$ cat src/rtl/blkmove_pkg.sv
package blkmove_pkg;

   typedef enum logic [2:0] {
      ST_IDLE,
      ST_XFER,
      ST_COMMIT,
      ST_WBACK,
      ST_DONE,
      ST_FAULT
   } seq_state_t;

   localparam logic [2:0] AM_DREG    = 3'd0;
   localparam logic [2:0] AM_AREG    = 3'd1;
   localparam logic [2:0] AM_IND     = 3'd2;
   localparam logic [2:0] AM_POSTINC = 3'd3;
   localparam logic [2:0] AM_PREDEC  = 3'd4;

endpackage

$ cat src/rtl/blkmove_legal.sv
module blkmove_legal
   import blkmove_pkg::*;
(
   input  logic [2:0] mode_i,
   input  logic       load_i,
   output logic       legal_o,
   output logic       postinc_o,
   output logic       predec_o
);

   always_comb begin
      postinc_o = (mode_i == AM_POSTINC);
      predec_o  = (mode_i == AM_PREDEC);
      case (mode_i)
         AM_DREG, AM_AREG: legal_o = 1'b0;
         AM_POSTINC:       legal_o = load_i;
         AM_PREDEC:        legal_o = !load_i;
         default:          legal_o = 1'b1;
      endcase
   end

endmodule

$ cat src/rtl/blkmove_pick.sv
module blkmove_pick #(
   parameter int N     = 16,
   parameter int IDX_W = $clog2(N)
) (
   input  logic [N-1:0]     vec_i,
   output logic             any_o,
   output logic [IDX_W-1:0] idx_o,
   output logic [N-1:0]     rest_o
);

   always_comb begin
      any_o = |vec_i;
      idx_o = '0;
      for (int i = N - 1; i >= 0; i--) begin
         if (vec_i[i]) idx_o = IDX_W'(i);
      end
      rest_o = vec_i & (vec_i - N'(1));
   end

endmodule

$ cat src/rtl/blkmove_stage.sv
module blkmove_stage #(
   parameter int NREG   = 16,
   parameter int DATA_W = 32,
   parameter int IDX_W  = $clog2(NREG)
) (
   input  logic              clk,
   input  logic              we_i,
   input  logic [IDX_W-1:0]  widx_i,
   input  logic [DATA_W-1:0] wdata_i,
   input  logic [IDX_W-1:0]  ridx_i,
   output logic [DATA_W-1:0] rdata_o
);

   logic [DATA_W-1:0] ent [NREG];

   for (genvar g = 0; g < NREG; g++) begin : g_ent
      always_ff @(posedge clk) begin
         if (we_i && widx_i == IDX_W'(g)) ent[g] <= wdata_i;
      end
   end

   assign rdata_o = ent[ridx_i];

endmodule

$ cat src/rtl/blkmove_seq.sv
module blkmove_seq
   import blkmove_pkg::*;
#(
   parameter int DATA_W = 32,
   parameter int ADDR_W = 32,
   parameter int NREG   = 16,
   localparam int IDX_W  = $clog2(NREG),
   localparam int BANK   = NREG / 2,
   localparam int BASE_W = $clog2(BANK),
   localparam int HALF_W = DATA_W / 2
) (
   input  logic              clk,
   input  logic              rst_n,
   input  logic              start_i,
   input  logic              xfer_load_i,
   input  logic              xfer_long_i,
   input  logic [2:0]        ea_mode_i,
   input  logic [BASE_W-1:0] base_sel_i,
   input  logic [NREG-1:0]   reg_mask_i,
   input  logic [ADDR_W-1:0] eff_addr_i,
   input  logic              late_gen_i,
   output logic [IDX_W-1:0]  rf_raddr_o,
   input  logic [DATA_W-1:0] rf_rdata_i,
   output logic              rf_we_o,
   output logic [IDX_W-1:0]  rf_waddr_o,
   output logic [DATA_W-1:0] rf_wdata_o,
   output logic              mem_req_o,
   output logic              mem_we_o,
   output logic              mem_long_o,
   output logic [ADDR_W-1:0] mem_addr_o,
   output logic [DATA_W-1:0] mem_wdata_o,
   input  logic [DATA_W-1:0] mem_rdata_i,
   input  logic              mem_ready_i,
   output logic              done_o,
   output logic              fault_o
);

   // elaboration-time parameter checks
   if (NREG != 2 * BANK || (1 << IDX_W) != NREG) begin : g_bad_nreg
      $error("NREG must be a power of two");
   end
   if (ADDR_W != DATA_W) begin : g_bad_addr
      $error("ADDR_W must equal DATA_W so a base register can hold an address");
   end
   if (DATA_W % 16 != 0) begin : g_bad_data
      $error("DATA_W must be a multiple of 16");
   end

   localparam logic [ADDR_W-1:0] STEP_LONG = ADDR_W'(DATA_W / 8);
   localparam logic [ADDR_W-1:0] STEP_WORD = ADDR_W'(DATA_W / 16);

   seq_state_t        state;
   logic              q_load, q_long, q_postinc, q_predec, q_late;
   logic [BASE_W-1:0] q_base;
   logic [NREG-1:0]   pend, commit;
   logic [ADDR_W-1:0] cur, ea0;

   // decode of the incoming request
   logic in_legal, in_postinc, in_predec;
   blkmove_legal u_legal (
      .mode_i    (ea_mode_i),
      .load_i    (xfer_load_i),
      .legal_o   (in_legal),
      .postinc_o (in_postinc),
      .predec_o  (in_predec)
   );

   // next transfer slot
   logic             pk_any;
   logic [IDX_W-1:0] pk_idx;
   logic [NREG-1:0]  pk_rest;
   blkmove_pick #(.N(NREG), .IDX_W(IDX_W)) u_pick_xfer (
      .vec_i  (pend),
      .any_o  (pk_any),
      .idx_o  (pk_idx),
      .rest_o (pk_rest)
   );

   // next commit slot
   logic             cm_any;
   logic [IDX_W-1:0] cm_idx;
   logic [NREG-1:0]  cm_rest;
   blkmove_pick #(.N(NREG), .IDX_W(IDX_W)) u_pick_commit (
      .vec_i  (commit),
      .any_o  (cm_any),
      .idx_o  (cm_idx),
      .rest_o (cm_rest)
   );

   logic [IDX_W-1:0]  reg_sel, base_full;
   logic [ADDR_W-1:0] step, req_addr, addr_next;
   logic [DATA_W-1:0] st_src, ld_val, stg_rdata;
   logic              hs, stg_we;

   assign base_full = {1'b1, q_base};
   assign reg_sel   = q_predec ? (IDX_W'(NREG - 1) - pk_idx) : pk_idx;
   assign step      = q_long ? STEP_LONG : STEP_WORD;
   assign req_addr  = q_predec ? (cur - step) : cur;
   assign addr_next = q_predec ? (cur - step) : (cur + step);
   assign hs        = (state == ST_XFER) && pk_any && mem_ready_i;

   // store source, with base-register substitution in predecrement
   always_comb begin
      st_src = rf_rdata_i;
      if (q_predec && reg_sel == base_full)
         st_src = q_late ? (ea0 - step) : ea0;
   end

   assign ld_val = q_long ? mem_rdata_i
                          : {{HALF_W{mem_rdata_i[HALF_W-1]}}, mem_rdata_i[HALF_W-1:0]};
   assign stg_we = hs && q_load;

   blkmove_stage #(.NREG(NREG), .DATA_W(DATA_W), .IDX_W(IDX_W)) u_stage (
      .clk     (clk),
      .we_i    (stg_we),
      .widx_i  (reg_sel),
      .wdata_i (ld_val),
      .ridx_i  (cm_idx),
      .rdata_o (stg_rdata)
   );

   // memory port
   assign mem_req_o   = (state == ST_XFER) && pk_any;
   assign mem_we_o    = !q_load;
   assign mem_long_o  = q_long;
   assign mem_addr_o  = req_addr;
   assign mem_wdata_o = q_long ? st_src : {{HALF_W{1'b0}}, st_src[HALF_W-1:0]};
   assign rf_raddr_o  = reg_sel;

   // register-file write port
   always_comb begin
      rf_we_o    = 1'b0;
      rf_waddr_o = cm_idx;
      rf_wdata_o = stg_rdata;
      if (state == ST_COMMIT) begin
         rf_we_o = cm_any;
      end else if (state == ST_WBACK) begin
         rf_we_o    = 1'b1;
         rf_waddr_o = base_full;
         rf_wdata_o = cur;
      end
   end

   assign done_o  = (state == ST_DONE);
   assign fault_o = (state == ST_FAULT);

   always_ff @(posedge clk or negedge rst_n) begin
      if (!rst_n) begin
         state     <= ST_IDLE;
         q_load    <= 1'b0;
         q_long    <= 1'b0;
         q_postinc <= 1'b0;
         q_predec  <= 1'b0;
         q_late    <= 1'b0;
         q_base    <= '0;
         pend      <= '0;
         commit    <= '0;
         cur       <= '0;
         ea0       <= '0;
      end else begin
         case (state)
            ST_IDLE: begin
               if (start_i) begin
                  q_load    <= xfer_load_i;
                  q_long    <= xfer_long_i;
                  q_postinc <= in_postinc;
                  q_predec  <= in_predec;
                  q_late    <= late_gen_i;
                  q_base    <= base_sel_i;
                  pend      <= reg_mask_i;
                  commit    <= reg_mask_i;
                  cur       <= eff_addr_i;
                  ea0       <= eff_addr_i;
                  if (!in_legal)               state <= ST_FAULT;
                  else if (reg_mask_i == '0)   state <= ST_DONE;
                  else                         state <= ST_XFER;
               end
            end
            ST_XFER: begin
               if (hs) begin
                  pend <= pk_rest;
                  cur  <= addr_next;
                  if (pk_rest == '0) begin
                     if (q_load)        state <= ST_COMMIT;
                     else if (q_predec) state <= ST_WBACK;
                     else               state <= ST_DONE;
                  end
               end
            end
            ST_COMMIT: begin
               commit <= cm_rest;
               if (cm_rest == '0)
                  state <= q_postinc ? ST_WBACK : ST_DONE;
            end
            ST_WBACK: state <= ST_DONE;
            ST_DONE:  state <= ST_IDLE;
            ST_FAULT: state <= ST_IDLE;
            default:  state <= ST_IDLE;
         endcase
      end
   end

endmodule

$ cat config.mk
export PLATFORM = sky130hd
export DESIGN_NAME = blkmove_seq
export DESIGN_NICKNAME = d
export VERILOG_FILES = /design/src/rtl/blkmove_pkg.sv /design/src/rtl/blkmove_legal.sv /design/src/rtl/blkmove_pick.sv /design/src/rtl/blkmove_stage.sv /design/src/rtl/blkmove_seq.sv
export SDC_FILE = /design/constraint.sdc
export NUM_CORES = 1
export LEC_CHECK = 0
export ABC_CLOCK_PERIOD_IN_PS = 4500
export BUFFER_PORTS_ARGS = -buffer_cell sky130_fd_sc_hd__buf_2
export CAP_MARGIN = 20
export CELL_PAD_IN_SITES_DETAIL_PLACEMENT = 2
export CELL_PAD_IN_SITES_GLOBAL_PLACEMENT = 2
export CORE_MARGIN = 2
export CORE_UTILIZATION = 39
export DETAILED_ROUTE_END_ITERATION = 16
export GPL_ROUTABILITY_DRIVEN = 1
export HOLD_SLACK_MARGIN = 0.06
export PLACE_DENSITY_LB_ADDON = 0.1
export SLEW_MARGIN = 20
export SYNTH_ARGS = -nofsm -noshare
export SYNTH_HDL_FRONTEND = slang
export SYNTH_HIERARCHICAL = 1
export SYNTH_SLANG_ARGS = --single-unit
$ cat constraint.sdc
create_clock -name clk -period 4.5 [get_ports clk]
set_clock_uncertainty 0.15 [all_clocks]
set_input_delay 0.45 -clock clk [delete_from_list [all_inputs] [get_ports clk]]
set_output_delay 0.45 -clock clk [all_outputs]
set_load 0.05 [all_outputs]
==> impl_metrics.env <==
export IMPL_status="completed"
export IMPL_grt_pass1_vias=20695
export IMPL_ys_types=88
export IMPL_syn_avg_cell_area_um2=14.44
export IMPL_ys_seq_area_share_pct=64.56
export IMPL_clk_path_buf_depth=3
export IMPL_grt_pass1_wl_um=149200
export IMPL_clk_pin_slew_ns=0.07
export IMPL_sw_frac_of_total_pct=43.59
export IMPL_cts_max_level=3
export IMPL_ys_ff_latch=619
export IMPL_start_util_pct=39.25
export IMPL_synth_compound_area_share_pct=7.226
export IMPL_via_count=19203
export IMPL_fin_ws_ns=0.06404
export IMPL_start_kind="register"
export IMPL_drive_gt1_share_pct=28.33
export IMPL_syn_to_final_growth_pct=21.66
export IMPL_drv_cap=0
export IMPL_core_mm2=0.07124
export IMPL_pre_cts_slack_ns=0.5305
export IMPL_use_met1_pct=36.22
export IMPL_met2_usage_pct=47.72
export IMPL_drt_wl_total_um=103800
export IMPL_fin_crit_sh_pct=98.58
export IMPL_die_area_mm2=0.07386
export IMPL_io_pins=235
export IMPL_die_y_um=271.8
export IMPL_worst_slew_pin_slew_ns=1.058
export IMPL_firstDrtPassIters=5
export IMPL_hp_class="in2reg"
export IMPL_synth_area_mux_share_pct=12.31
export IMPL_fmax_mhz=225.4
export IMPL_busiest_layer="met2"
export IMPL_pwr_share_comb_pct=47.4
export IMPL_cellLeakagePower_nw=11.98
export IMPL_clkSinkCount=619
export IMPL_ir_drop_uv=587.0
export IMPL_pwr_share_clk_pct=21.9
export IMPL_met3_usage_pct=4.609
export IMPL_endpoint_kind="primary output"
export IMPL_clockRootBuffer="clkbuf_16"
export IMPL_nets=2392
export IMPL_grt_max_degree=78
export IMPL_p_int_mw=14.79
export IMPL_cts_buffers=69
export IMPL_worstPathRequired_ns=3.90
export IMPL_synthArstFlopShare_pct=17.29
export IMPL_synth_simple_area_share_pct=11.02
export IMPL_critPathArrivalTime_ns=3.84
export IMPL_postRouteAntennaNets=0
export IMPL_antenna_found_initial=7
export IMPL_io_buffers=234
export IMPL_worstPathMaxFanout=18
export IMPL_maxSlewViolCount=0
export IMPL_overflow=0
export IMPL_finalSetupViolCount=0
export IMPL_utilization_pct=47.75
export IMPL_power_density_mw_per_mm2=770.7
export IMPL_netlist_area_mm2=0.02796
export IMPL_dp_hpwl_um=62400
export IMPL_post_dp_cell_area_mm2=0.03081
export IMPL_setup_tns_final_ns=0
export IMPL_row_count=98
export IMPL_route_detailed_drc=0
export IMPL_synth_edf_count=512
export IMPL_clock_latency_ns=0.61
export IMPL_grt_use_total_pct=27.87
export IMPL_final_area_mm2=0.03402
export IMPL_cts_tree="done"
export IMPL_drt_iter0_drc=1814
export IMPL_finalPower_mw=26.22
export IMPL_synth_fa_ha_area_share_pct=0.4832
export IMPL_yosysWarnings=6
export IMPL_via_per_inst=5.885
export IMPL_p_seq_share_pct=30.8
export IMPL_final_hold_viol_count=0
export IMPL_rsz0062_at_grt="true"
export IMPL_p_switching_mw=11.43
export IMPL_yosys_area_share_xor_xnor_pct=1.973
export IMPL_synth_top_family_by_area="multiplexers"
export IMPL_synthFlopType="edfxtp_1"
export IMPL_gp_congestion=0.8237
export IMPL_syn_nets=2071
export IMPL_criticalPathCategory="reg2out"
export IMPL_syn_instance_count=1937
export IMPL_slew_headroom_pct=29.26
export IMPL_die_w_um=271.8
export IMPL_timing_final_crit_period_ns=4.436
export IMPL_wl_per_cell_um=31.82
==> cells in the final DEF, fill, tap and decap left out, drive strengths merged, types with 32 or more instances in the layout <==
| cell type | Yosys | layout |
|---|---|---|
| dfrtp | 107 | 107 |
| nor4 | 33 | 33 |
| a21oi | 56 | 56 |
| mux2 | 32 | 32 |
| nand4 | 36 | 36 |
| xnor2 | 47 | 47 |
| a22oi | 72 | 72 |
| mux4 | 128 | 128 |
| dlygate4sd3 | 0 | 66 |
| o21ai | 62 | 62 |
| clkbuf | 86 | 98 |
| nor2 | 107 | 107 |
| nand2 | 282 | 282 |
| buf | 44 | 309 |
| edfxtp | 512 | 512 |
==> path summary, 6_finish.rpt <==
check | startpoint | endpoint | slack (ns) | cells past startpoint
hold reg to reg | ea0[0] | ea0[0] | 0.33 | 2
setup reg to reg | pend[12] | u_stage/ent[11][16] | 0.88 | 8
min in group asynchronous | rst_n | pend[8] | 0.19 | 2
hold / removal | mem_rdata_i[5] | u_stage/ent[2][5] | 0.09 | 1
setup / recovery | commit[12] | rf_wdata_o[21] | 0.06 | 11
max in group asynchronous | rst_n | cur[28] | 3.15 | 3
==> registers in the layout, summed over array words and instances (netlist names), 3 cells and up <==
register / cells
q_base: 3
ea0: 32
u_stage/ent: 512
state: 3
cur: 32
pend: 16
commit: 16
==> cell type report <==
class | instances | area, um2
timing repair buffer | 380 | 2874
inverter | 25 | 93.84
clock inverter | 32 | 280.3
fill | 6813 | 37220
tap | 950 | 1189
sequential | 619 | 18050
multi-input combinational | 1163 | 9594
clock buffer | 93 | 1932
antenna | 1 | 2.502
==> cell usage after synthesis (4+ instances only) <==
cell       count  area (um2)
o2111ai_1      4       35.03
nor3_1        26       130.1
o211ai_1       5       37.54
buf_1         12       45.04
ha_1           6       75.07
a21oi_1       56       280.3
nand2_1      282        1059
a211oi_1       7       52.55
a2111o_1       8       90.09
a31oi_1       25       156.4
xor2_1        16       140.1
clkbuf_1      86       322.8
dfrtp_1      107        2678
or3_1         14       87.58
nand3_1       22       110.1
a22oi_1       72       540.5
nor4_2         4       50.05
nor4_4         6       127.6
o21a_1        10       75.07
nand3b_1       4       30.03
o2bb2ai_1      5       43.79
or4_1          6       45.04
nor2_1       106       397.9
and4_1         6       52.55
mux2_2        32       360.4
and2_1        15       93.84
a21boi_0       5       37.54
nor3b_1        7       52.55
mux2i_1       20       200.2
nand2b_1      16       100.1
buf_4         12       90.09
o21ai_0       61       305.3
mux4_2       128        2883
edfxtp_1     512       15370
xnor2_1       47       411.6
nand4_1       32       200.2
o22ai_1       10       62.56
nand4b_1       4       35.03
nor4_1        23       143.9
buf_2         17       85.08
inv_1         25       93.84
==> per-layer routing <==
layer / wire [um] / up-vias
met5: 41 / -
met4: 3139 / 6
met3: 5711 / 179
met2: 52090 / 688
met1: 42860 / 10189
li1: - / 8141
==> metrics by stage <==
stage | cells | hold slack (ns)
after detailed placement | 3055 | 0.2908
after global placement | 3055 | 0.2772
after CTS | 3250 | 0.06018
after floorplan | 1937 | 0.004409
after global routing | 3263 | 0.08053
final | 3263 | 0.08685
==> worst max-delay path, cell delays in order, from the launching register on <==
cell and delay (ns):
dfrtp_1 0.46, nor4_1 0.56, nand2b_1 0.18, a31oi_1 0.11, buf_4 0.22, nor2b_4 0.46
buf_12 0.28, a22oi_1 0.13, nand2_1 0.22, nand2_1 0.08, o21ai_0 0.17, buf_2 0.34
==> timing repair <==
item,CTS,global route
pin swaps,1,2
gates cloned,3,4
setup buffers,1,8
endpoints found under the setup margin,18,47
resized for setup,7,23
hold endpoints to repair,213,0
hold buffers,66,0
==> cells by family (layout without fill, tap and decap cells) <==
kind of cell             Yosys count  count (layout)
AO/OA/AOI/OAI                    300             300
XOR/XNOR                          63              63
adder cells (fa/ha/maj)            9               9
buffers and inverters            155             530
flip-flops                       619             619
multiplexers                     180             180
other                              2               3
AND/OR/NAND/NOR                  609             609
==> power groups by stage <==
stage          combinational, mW  clock, mW  sequential, mW
4_1_cts                     12.1       5.82            8.06
5_1_grt                     13.2       6.00            8.17
2_1_floorplan               8.33          0            7.66
6_report                    12.4       5.74            8.06
3_3_place_gp                11.3          0            8.11
3_5_place_dp                11.6          0            8.17
No activity file was read; power rests on OpenSTA's default activity.
